[src/rtl/tdm_slot_engine.sv]
module tdm_slot_engine #(
  parameter int MAX_SLOTS = 512,
  parameter int CW        = 16,
  localparam int SW       = $clog2(MAX_SLOTS),
  localparam int NW       = SW + 1
) (
  input  logic                 clk,
  input  logic                 rst_n,
  input  logic                 enable,
  input  logic                 sync_sel,
  input  logic                 lsb_first,
  input  logic                 extra_bit,
  input  logic [NW-1:0]        num_slots,
  input  logic [CW-1:0]        sample_pt,
  input  logic [CW-1:0]        drive_stop,
  input  logic [MAX_SLOTS-1:0] tx_mask,
  input  logic [MAX_SLOTS-1:0] rx_mask,
  input  logic                 bclk,
  input  logic                 fsync0,
  input  logic                 fsync1,
  input  logic                 din,
  output logic                 dout,
  output logic                 dout_en,
  input  logic [7:0]           tx_data,
  input  logic                 tx_valid,
  output logic                 tx_ready,
  output logic [7:0]           rx_data,
  output logic                 rx_valid,
  input  logic                 rx_ready,
  output logic                 err_missed,
  output logic                 err_extra,
  output logic                 err_underrun,
  output logic                 err_overflow,
  output logic [SW-1:0]        pos_slot,
  output logic [2:0]           pos_bit,
  output logic                 pos_xbit
);

  typedef enum logic [1:0] {S_WAIT, S_RUN, S_HALT} st_t;

  logic [2:0]    bclk_sh;
  logic [1:0]    fs0_sh, fs1_sh, din_sh;
  st_t           st_q;
  logic [SW-1:0] slot_q;
  logic [2:0]    bit_q;
  logic          xbit_q;
  logic [CW-1:0] ecnt_q;
  logic [7:0]    tx_byte_q;
  logic [7:0]    rx_sh_q, rx_next;

  wire bit_edge = bclk_sh[1] & ~bclk_sh[2];
  wire fs_now   = sync_sel ? fs1_sh[1] : fs0_sh[1];
  wire din_s    = din_sh[1];
  wire running  = (st_q == S_RUN);

  always_ff @(posedge clk or negedge rst_n) begin
    if (!rst_n) begin
      bclk_sh <= '0; fs0_sh <= '0; fs1_sh <= '0; din_sh <= '0;
    end else begin
      bclk_sh <= {bclk_sh[1:0], bclk};
      fs0_sh  <= {fs0_sh[0], fsync0};
      fs1_sh  <= {fs1_sh[0], fsync1};
      din_sh  <= {din_sh[0], din};
    end
  end

  logic [SW-1:0] nx_slot;
  logic [2:0]    nx_bit;
  logic          nx_x;
  wire last_slot = ({1'b0, slot_q} == num_slots - NW'(1));

  always_comb begin
    nx_slot = slot_q;
    nx_bit  = bit_q + 3'd1;
    nx_x    = 1'b0;
    if (xbit_q) begin
      nx_slot = '0;
      nx_bit  = '0;
    end else if (bit_q == 3'd7) begin
      nx_bit = '0;
      if (!last_slot)     nx_slot = slot_q + SW'(1);
      else if (extra_bit) nx_x    = 1'b1;
      else                nx_slot = '0;
    end
  end

  wire nx_start = !nx_x && nx_bit == 3'd0 && nx_slot == '0;
  wire align    = enable && st_q == S_WAIT && bit_edge && fs_now;
  wire adv      = enable && running && bit_edge;
  wire missed   = adv && nx_start && !fs_now;
  wire extra    = adv && !nx_start && fs_now;
  wire sync_bad = missed | extra;
  wire enter    = align | (adv & ~sync_bad);

  wire [SW-1:0] ent_slot = align ? '0 : nx_slot;
  wire [2:0]    ent_bit  = align ? '0 : nx_bit;
  wire          ent_x    = align ? 1'b0 : nx_x;

  wire slot_load = enter && ent_bit == 3'd0 && !ent_x && tx_mask[ent_slot];
  assign tx_ready = slot_load;

  always_ff @(posedge clk or negedge rst_n) begin
    if (!rst_n) begin
      st_q <= S_WAIT; slot_q <= '0; bit_q <= '0; xbit_q <= 1'b0; ecnt_q <= '0;
      err_missed <= 1'b0; err_extra <= 1'b0;
    end else if (!enable) begin
      st_q <= S_WAIT; slot_q <= '0; bit_q <= '0; xbit_q <= 1'b0; ecnt_q <= '0;
      err_missed <= 1'b0; err_extra <= 1'b0;
    end else begin
      if (bit_edge)           ecnt_q <= '0;
      else if (ecnt_q != '1)  ecnt_q <= ecnt_q + CW'(1);
      if (enter || sync_bad) begin
        slot_q <= ent_slot;
        bit_q  <= ent_bit;
        xbit_q <= ent_x;
        st_q   <= sync_bad ? S_HALT : S_RUN;
      end
      err_missed <= err_missed | missed;
      err_extra  <= err_extra | extra;
    end
  end

  always_ff @(posedge clk or negedge rst_n) begin
    if (!rst_n) begin
      tx_byte_q <= '0; err_underrun <= 1'b0;
    end else if (!enable) begin
      tx_byte_q <= '0; err_underrun <= 1'b0;
    end else if (slot_load) begin
      tx_byte_q    <= tx_valid ? tx_data : 8'h00;
      err_underrun <= err_underrun | ~tx_valid;
    end
  end

  wire cur_drv = running && !xbit_q && tx_mask[slot_q];
  wire nxt_drv = !nx_x && tx_mask[nx_slot];
  wire release_last = (bit_q == 3'd7) && !nxt_drv && (ecnt_q >= drive_stop);
  wire [2:0] tx_idx = lsb_first ? bit_q : 3'd7 - bit_q;

  assign dout_en = cur_drv && !release_last;
  assign dout    = dout_en & tx_byte_q[tx_idx];

  wire samp = running && !xbit_q && (ecnt_q == sample_pt);
  wire done = samp && bit_q == 3'd7 && rx_mask[slot_q];

  always_comb begin
    rx_next         = rx_sh_q;
    rx_next[tx_idx] = din_s;
  end

  always_ff @(posedge clk or negedge rst_n) begin
    if (!rst_n) begin
      rx_sh_q <= '0; rx_data <= '0; rx_valid <= 1'b0; err_overflow <= 1'b0;
    end else if (!enable) begin
      rx_sh_q <= '0; rx_data <= '0; rx_valid <= 1'b0; err_overflow <= 1'b0;
    end else begin
      if (samp) rx_sh_q <= rx_next;
      if (done) begin
        rx_data      <= rx_next;
        rx_valid     <= 1'b1;
        err_overflow <= err_overflow | (rx_valid & ~rx_ready);
      end else if (rx_valid && rx_ready) begin
        rx_valid <= 1'b0;
      end
    end
  end

  assign pos_slot = slot_q;
  assign pos_bit  = bit_q;
  assign pos_xbit = xbit_q;

endmodule

[config.mk]
export PLATFORM = sky130hd
export DESIGN_NAME = tdm_slot_engine
export DESIGN_NICKNAME = d
export VERILOG_FILES = /design/src/rtl/tdm_slot_engine.sv
export SDC_FILE = /design/constraint.sdc
export NUM_CORES = 1
export LEC_CHECK = 0
export CELL_PAD_IN_SITES_DETAIL_PLACEMENT = 1
export CELL_PAD_IN_SITES_GLOBAL_PLACEMENT = 2
export CORE_AREA = 3 3 439 441
export DETAILED_ROUTE_END_ITERATION = 8
export DIE_AREA = 0 0 442 444
export DONT_BUFFER_PORTS = 1
export HOLD_SLACK_MARGIN = 0.12
export PLACE_DENSITY = 0.42
export SETUP_SLACK_MARGIN = 0.02
export SLEW_MARGIN = 0
export SYNTH_ARGS = -nofsm -noshare
export SYNTH_HDL_FRONTEND = slang
export SYNTH_SLANG_ARGS = --single-unit
[constraint.sdc]
create_clock -name clk -period 11.4 [get_ports clk]
set_clock_uncertainty 0.05 [all_clocks]
set_input_delay 2.28 -clock clk [delete_from_list [all_inputs] [get_ports clk]]
set_output_delay 2.28 -clock clk [all_outputs]
set_load 0.01 [all_outputs]
==> reports/qor.yml, run 1 <==
global_routing:
  grt_pass1_vias: 25197
  grt_pass1_wl_um: 263300
  antenna_found_initial: 88
  grt_max_degree: 109
  gr-total-overflow: 0
  groute.usage.overall_pct: 19.58
power:
  power_frac_comb_pct: 31.9
  cellLeakagePower_nw: 7.257
  finalPower_w: 0.0008516
  intPower_w: 0.0005858
  power_density_nw_per_um2: 33.38
  p_clk_share_pct: 38.6
  p_switching_w: 0.0002658
  peakVddDrop_uv: 65.07
  swShare_pct: 31.21
  power_frac_seq_pct: 29.5
floorplan:
  initial_core_util_pct: 11.52
  rows: 160
  die_w_um: 442
  io_pins: 1115
  die-area_sq_um: 196200
  core-area_sq_um: 189600
  die_height_um: 444
run:
  drv_cap: 0
clocking:
  post-cts-setup-buffer-count: 0
  cts_tree: "yes"
  cts-root-buf: "clkbuf_16"
  cts.path.max_buffers: 2
  worstSkewPairLatency_ns: 0.37
  htree_levels: 3
  cts.sinks: 69
  clk_pin_slew_worst_paths_ns: 0.06
  hold_buffers: 0
  numCtsBuffers: 9
  post_cts_resize_count: 0
synthesis:
  ys_warn_count: 0
  async_flop_share_pct: 100.0
  ys_seq_area_share_pct: 7.907
  synthMuxAreaShare_pct: 41.48
  synth.top_cell.area_share_pct: 35.58
  synth_top_family_by_area: "multiplexers"
  synthSimpleGateAreaFrac_pct: 16.00
  synthTopCellsByArea: "mux4_2 (36%), dfrtp_1 (7.9%), nand2_1 (5.2%), mux2i_1 (4.8%), o221ai_1 (3.8%)"
  yosys.area.top_type: "mux4_2"
  syn_avg_cell_area_sq_um: 9.061
  synth.distinct_cells: 93
  synth_compound_area_share_pct: 25.82
  syn_inst: 2410
  synth_xor_xnor_area_share_pct: 1.444
  synth-edff-count: 0
  syn_area_sq_um: 21840
  synthAdderAreaFrac_pct: 1.203
  ys.flop_type: "dfrtp_1"
  syn-num-nets: 3517
  ys_seq_elements: 69
routing:
  first_pass_iters: 5
  drc: 0
  num_vias: 25824
  route.final.wire_length_um: 203600
  viasPerCell: 5.330
  wl_per_cell_um: 42.03
  ant_nets: 0
  drtIter0Drc: 3281
layout:
  post-route-util_pct: 13.46
  layout-drive-gt1-share_pct: 25.53
  fillers: 22173
  syn_to_final_growth_pct: 16.83
  instances_no_fill: 4845
  ff_latch_area_sq_um: 1745
  nNetsFinal: 3397
  multi_input_area_sq_um: 18890
timing:
  worst_slack_ns: 0.6494
  relSlewSlack_pct: 20.53
  fin_crit_ns: 10.75
  setup_violations: 0
  fmax_mhz: 93.02
  max_slew.worst_pin.slew_ns: 1.180
  drv_slew: 0
  final_hold_viol_count: 0
  rsz0062_at_grt: "no"
  fin_crit_sh_pct: 94.30
  tns_ns: 0
critical_path:
  critical_path_class: "in -> out"
  crit_path_end_kind: "output pin"
  crit_arrival_ns: 8.42
  worstPathRequired_ns: 9.07
  start_kind: "input port"
  worstPathMaxFanout: 31
place:
  numPortBuffers: 0
  dp_slack_ns: 0.7928
  dp.final_hpwl_um: 168300
  dp.cells: 4790
  gp_congestion: 1.024
min_path:
  hp-class: "reg -> reg"
run_status:
  status: "finished, final reports clean"
==> final cells by class <==
| cell class | count | area share, % |
|---|---|---|
| Multi-Input combinational cell | 2037 | 74.05 |
| Inverter | 39 | 0.5787 |
| Sequential cell | 69 | 6.842 |
| Timing Repair Buffer | 134 | 4.532 |
| Clock inverter | 7 | 0.4218 |
| Tap cell | 2511 | 12.32 |
| Antenna cell | 39 | 0.3826 |
| Clock buffer | 9 | 0.8828 |
==> metal layers <==
metal / part of all wire (%) / GRT usage [%]
met1: 44 / 26.94
met2: 44 / 30.28
met3: 9.6 / 5.840
met4: 2.3 / 3.686
met5: 0.19 / 0
==> worst paths after layout <==
kind / slack, ns / from / depth (start not counted) / end
setup / recovery: 0.65 / num_slots[2] / 16 / dout
hold / removal: 0.29 / fs1_sh[0] / 0 / fs1_sh[1]
setup reg to reg: 4.09 / pos_slot[2] / 17 / tx_byte_q[5]
hold reg to reg: 0.29 / fs1_sh[0] / 0 / fs1_sh[1]
max in group asynchronous: 9.61 / rst_n / 0 / pos_slot[6]
min in group asynchronous: 1.55 / rst_n / 0 / din_sh[0]
==> cell usage after synthesis, drive strengths merged, types with 14 or more instances <==
cell	instances
and3	38
nor4	22
mux2i	105
a211o	17
nand2	304
a311oi	27
o221ai	95
a31oi	33
or3	15
o22ai	64
a21boi	16
o21ai	99
a22oi	14
nand3	100
a221oi	63
dfrtp	69
nor2b	28
nand4	17
inv	38
ha	21
xor2	28
a211oi	33
buf	174
o22a	17
mux4	345
a21o	16
o211ai	14
clkbuf	91
nor2	111
nor3	55
a21oi	143
mux2	21
==> sequential cells by signal, indices dropped and copies added (netlist names) <==
| name | cells |
|---|---|
| pos_slot | 9 |
| ecnt_q | 16 |
| pos_xbit | 1 |
| err_underrun | 1 |
| err_extra | 1 |
| err_overflow | 1 |
| din_sh | 2 |
| fs1_sh | 2 |
| rx_valid | 1 |
| err_missed | 1 |
| pos_bit | 3 |
| bclk_sh | 3 |
| fs0_sh | 2 |
| rx_sh_q | 8 |
| st_q | 2 |
| tx_byte_q | 8 |
| rx_data | 8 |
==> critical path, cell delays in order <==
cell	delay (ns)
or3_4	0.40
o31a_1	0.28
or4_4	0.45
a211oi_2	0.78
nand2_2	0.51
o311ai_4	0.88
buf_12	0.30
a221oi_1	0.09
o32ai_1	0.53
a21oi_1	0.13
a2111oi_0	0.60
buf_4	0.24
nor2_1	0.06
o211ai_1	0.26
a211o_1	0.30
a22o_1	0.27
==> power groups by stage <==
stage	Combinational, W	Clock (W)	Sequential (W)
final	0.000271	0.000329	0.000251
after global routing	0.000287	0.000358	0.000252
after CTS	0.000270	0.000349	0.000251
after detailed placement	0.000268	0	0.000256
after global placement	0.000270	0	0.000256
after floorplan	0.000186	0	0.000254
==> cell families after synthesis <==
| kind of cell | count (synthesis) |
|---|---|
| mux | 471 |
| flops | 69 |
| simple gates | 739 |
| compound gates | 770 |
| xor+xnor | 36 |
| buf+inv | 304 |
| fa+ha+maj | 21 |
==> through the flow <==
step           cell area (sq um)  hold slack, ns
2_1_floorplan              21840          0.2812
3_3_place_gp               25080          0.2832
3_5_place_dp               25080          0.2862
4_1_cts                    25410          0.2967
5_1_grt                    25430          0.3168
6_report                   25510          0.2943
==> layout by cell type, fill, tap and decap left out, types with 32 or more instances in the layout <==
cell and n:
nand3_1 99, o22ai_1 64, nor3_1 54, inv_1 37
a31oi_1 32, and3_1 38, buf_4 122, a21oi_1 138
o221ai_1 95, mux2i_1 105, a221oi_1 59, o21ai_0 83
nand2_1 301, nor2_1 105, diode_2 39, dfrtp_1 62
a211oi_1 32, mux4_2 345
Power figures use the tool's default switching activity.
==> run 2, diff against run 1 <==
--- a/config.mk
+++ b/config.mk
@@ -14,6 +14,7 @@
 export HOLD_SLACK_MARGIN = 0.12
 export PLACE_DENSITY = 0.42
 export SETUP_SLACK_MARGIN = 0.02
+export SKIP_LAST_GASP = 1
 export SLEW_MARGIN = 0
 export SYNTH_ARGS = -nofsm -noshare
 export SYNTH_HDL_FRONTEND = slang
==> constraint.sdc (replaced) <==
create_clock -name clk -period 11.7 [get_ports clk]
set_clock_uncertainty 0.05 [all_clocks]
set_input_delay 2.34 -clock clk [delete_from_list [all_inputs] [get_ports clk]]
set_output_delay 2.34 -clock clk [all_outputs]
set_load 0.01 [all_outputs]
==> run 2 against run 1 <==
Effect of this change:
- non-clock buffer count is 10 lower
- global-route usage is 0.055 points higher
- flip-flop and latch count stayed put
==> reports/qor.yml, run 2 (synthesized netlist as in run 1, its figures left out) <==
power:
  p_switching_w: 0.0002574  # was 0.0002658 W
  power_frac_seq_pct: 28.6  # was 29.5%
  peakVddDrop_uv: 52.66  # was 65.07 uV
  power_frac_comb_pct: 30.8  # was 31.9%
  cellLeakagePower_nw: 7.213  # was 7.257 nW
  intPower_w: 0.0006004  # was 0.0005858 W
  p_clk_share_pct: 40.6  # was 38.6%
  power_density_nw_per_um2: 33.70  # was 33.38 nW/um^2
  swShare_pct: 30.01  # was 31.21%
global_routing:
  antenna_found_initial: 73  # was 88
  grt_pass1_vias: 25709  # was 25197
  gr-total-overflow: 0  # unchanged
  groute.usage.overall_pct: 19.63  # was 19.58%
  grt_pass1_wl_um: 264800  # was 263300 um
  grt_max_degree: 94  # was 109
timing:
  max_slew.worst_pin.slew_ns: 1.169  # was 1.180 ns
  drv_slew: 0  # unchanged
  worst_slack_ns: 0.9525  # was 0.6494 ns
  setup_violations: 0  # unchanged
  final_hold_viol_count: 0  # unchanged
  tns_ns: 0  # unchanged
  rsz0062_at_grt: "no"  # unchanged
  relSlewSlack_pct: 21.73  # was 20.53%
  fmax_mhz: 93.04
  fin_crit_ns: 10.75
  fin_crit_sh_pct: 91.86
critical_path:
  reg2reg_to: "tx_byte_q[4]"  # was tx_byte_q[5]
  slowest_stage: "nor2_1"  # was o311ai_4
  worstPathMaxFanout: 15  # was 31
  r2r_start: "pos_slot[4]"  # was pos_slot[2]
  r2r_setup_slack_ns: 4.68  # was 4.09 ns
  reg2regPathDepth: 19  # was 17
  crit_arrival_ns: 8.36  # was 8.42 ns
  critical_path_class: "in -> out"  # unchanged
  critPathMaxStageDelay_ns: 0.77  # was 0.88 ns
  start_kind: "input port"  # unchanged
  cpMostUsedCell: "buf_4"
  crit_end: "tx_ready"  # was dout
  crit_path_start: "num_slots[2]"  # unchanged
  path_cells: "or3_4 -> o31a_1 -> or4_4 -> a211o_1 -> o21ai_4 -> buf_4 -> a31oi_4 -> buf_4 -> nor2_1 -> o221ai_1 -> a21oi_1 -> nor4_1 -> a221oi_1 -> buf_4 -> o41ai_1 -> a311oi_4 -> buf_4"  # was or3_4 -> o31a_1 -> or4_4 -> a211oi_2 -> nand2_2 -> o311ai_4 -> buf_12 -> a221oi_1 -> o32ai_1 -> a21oi_1 -> a2111oi_0 -> buf_4 -> nor2_1 -> o211ai_1 -> a211o_1 -> a22o_1
  worstPathRequired_ns: 9.31  # was 9.07 ns
  crit_path_end_kind: "output pin"  # unchanged
layout:
  layout-drive-gt1-share_pct: 25.21  # was 25.53%
  largest_reg_flops: 16  # unchanged
  final_common_cell: "mux4_2"  # unchanged
  top_register: "ecnt_q"  # unchanged
  nNetsFinal: 3387  # was 3397
  layout_common_cells: "mux4_2 (345), nand2_1 (301), a21oi_1 (138)"  # unchanged
  syn_to_final_growth_pct: 16.58  # was 16.83%
routing:
  drtIter0Drc: 2947  # was 3281
  viasPerCell: 5.308  # was 5.330
  ant_nets: 0  # unchanged
  wl_per_cell_um: 42.12  # was 42.03 um
  drc: 0  # unchanged
  num_vias: 25599  # was 25824
  route.final.wire_length_um: 203100  # was 203600 um
  first_pass_iters: 5  # unchanged
floorplan:
  core-area_sq_um: 189600  # unchanged
  initial_core_util_pct: 11.52  # unchanged
  die_height_um: 444  # unchanged
  rows: 160  # unchanged
  die_w_um: 442  # unchanged
  die-area_sq_um: 196200  # unchanged
  io_pins: 1115  # unchanged
clocking:
  cts.sinks: 69  # unchanged
  cts_tree: "yes"  # unchanged
  cts-root-buf: "clkbuf_16"  # unchanged
  hold_buffers: 0  # unchanged
  clk_pin_slew_worst_paths_ns: 0.06  # about the same
  post-cts-setup-buffer-count: 0  # unchanged
  numCtsBuffers: 9  # unchanged
  htree_levels: 3  # unchanged
  post_cts_resize_count: 0  # unchanged
  cts.path.max_buffers: 2  # unchanged
  worstSkewPairLatency_ns: 0.38  # was 0.37 ns
place:
  gp_congestion: 1.050  # was 1.024
  dp.final_hpwl_um: 167500  # was 168300 um
  dp_slack_ns: 1.025  # was 0.7928 ns
  numPortBuffers: 0  # unchanged
min_path:
  holdPathStages: 0  # unchanged
  hp-class: "reg -> reg"  # unchanged
run_status:
  status: "finished, final reports clean"  # unchanged
run:
  drv_cap: 0  # unchanged
-- run 2: power groups by stage --
stage | Clock, W | Combinational, W | Sequential (W)
finish | 0.000349 | 0.000264 | 0.000245
global route | 0.000372 | 0.000279 | 0.000246
CTS | 0.000367 | 0.000263 | 0.000245
detailed placement | 0 | 0.000261 | 0.000250
global placement | 0 | 0.000262 | 0.000250
floorplan | 0 | 0.000181 | 0.000248
-- run 2: routing by layer --
layer | track usage, % | part of all wire [%] | vias up
li1 | - | - | 9796
met2 | 30.46 | 44 | 1612
met1 | 26.27 | 43 | 13885
met4 | 3.605 | 2.1 | 50
met3 | 7.010 | 10 | 256
met5 | 0 | 0.16 | -
-- run 2: area by class of cell --
cell class | count | area [sq um]
Antenna cell | 27 | 67.56
Clock buffer | 11 | 252.7
Clock inverter | 5 | 106.4
Fill cell | 22227 | 164100
Inverter | 39 | 147.6
Multi-Input combinational cell | 2037 | 18890
Sequential cell | 69 | 1745
Tap cell | 2511 | 3142
Timing Repair Buffer | 124 | 1106
-- run 2: worst min path at each step --
stage                     from         end  slack, ns
floorplan           bclk_sh[0]  bclk_sh[1]       0.28
global placement     fs1_sh[0]   fs1_sh[1]       0.29
detailed placement   din_sh[0]   din_sh[1]       0.29
CTS                  fs0_sh[0]   fs0_sh[1]       0.30
global route         fs1_sh[0]   fs1_sh[1]       0.32
finish               fs0_sh[0]   fs0_sh[1]       0.30
-- run 2: stage by stage --
| step | utilization (%) | std cells | instance area [sq um] | hold WS, ns | power [W] |
|---|---|---|---|---|---|
| finish | 13.43 | 4823 | 25460 | 0.2996 | 0.0008578 |
| global route | 13.40 | 4802 | 25400 | 0.3153 | 0.0008968 |
| CTS | 13.39 | 4796 | 25390 | 0.3043 | 0.0008752 |
| detailed placement | 13.20 | 4780 | 25030 | 0.2864 | 0.0005106 |
| global placement | 13.20 | 4780 | 25030 | 0.2857 | 0.0005119 |
| floorplan | - | 2410 | 21840 | 0.2812 | 0.0004291 |
-- run 2: worst max-delay path, delay by kind of cell --
family                 cells  cell delay, ns
buffers and inverters      4            1.12
AO/OA/AOI/OAI              9            3.08
AND/OR/NAND/NOR            4            1.74
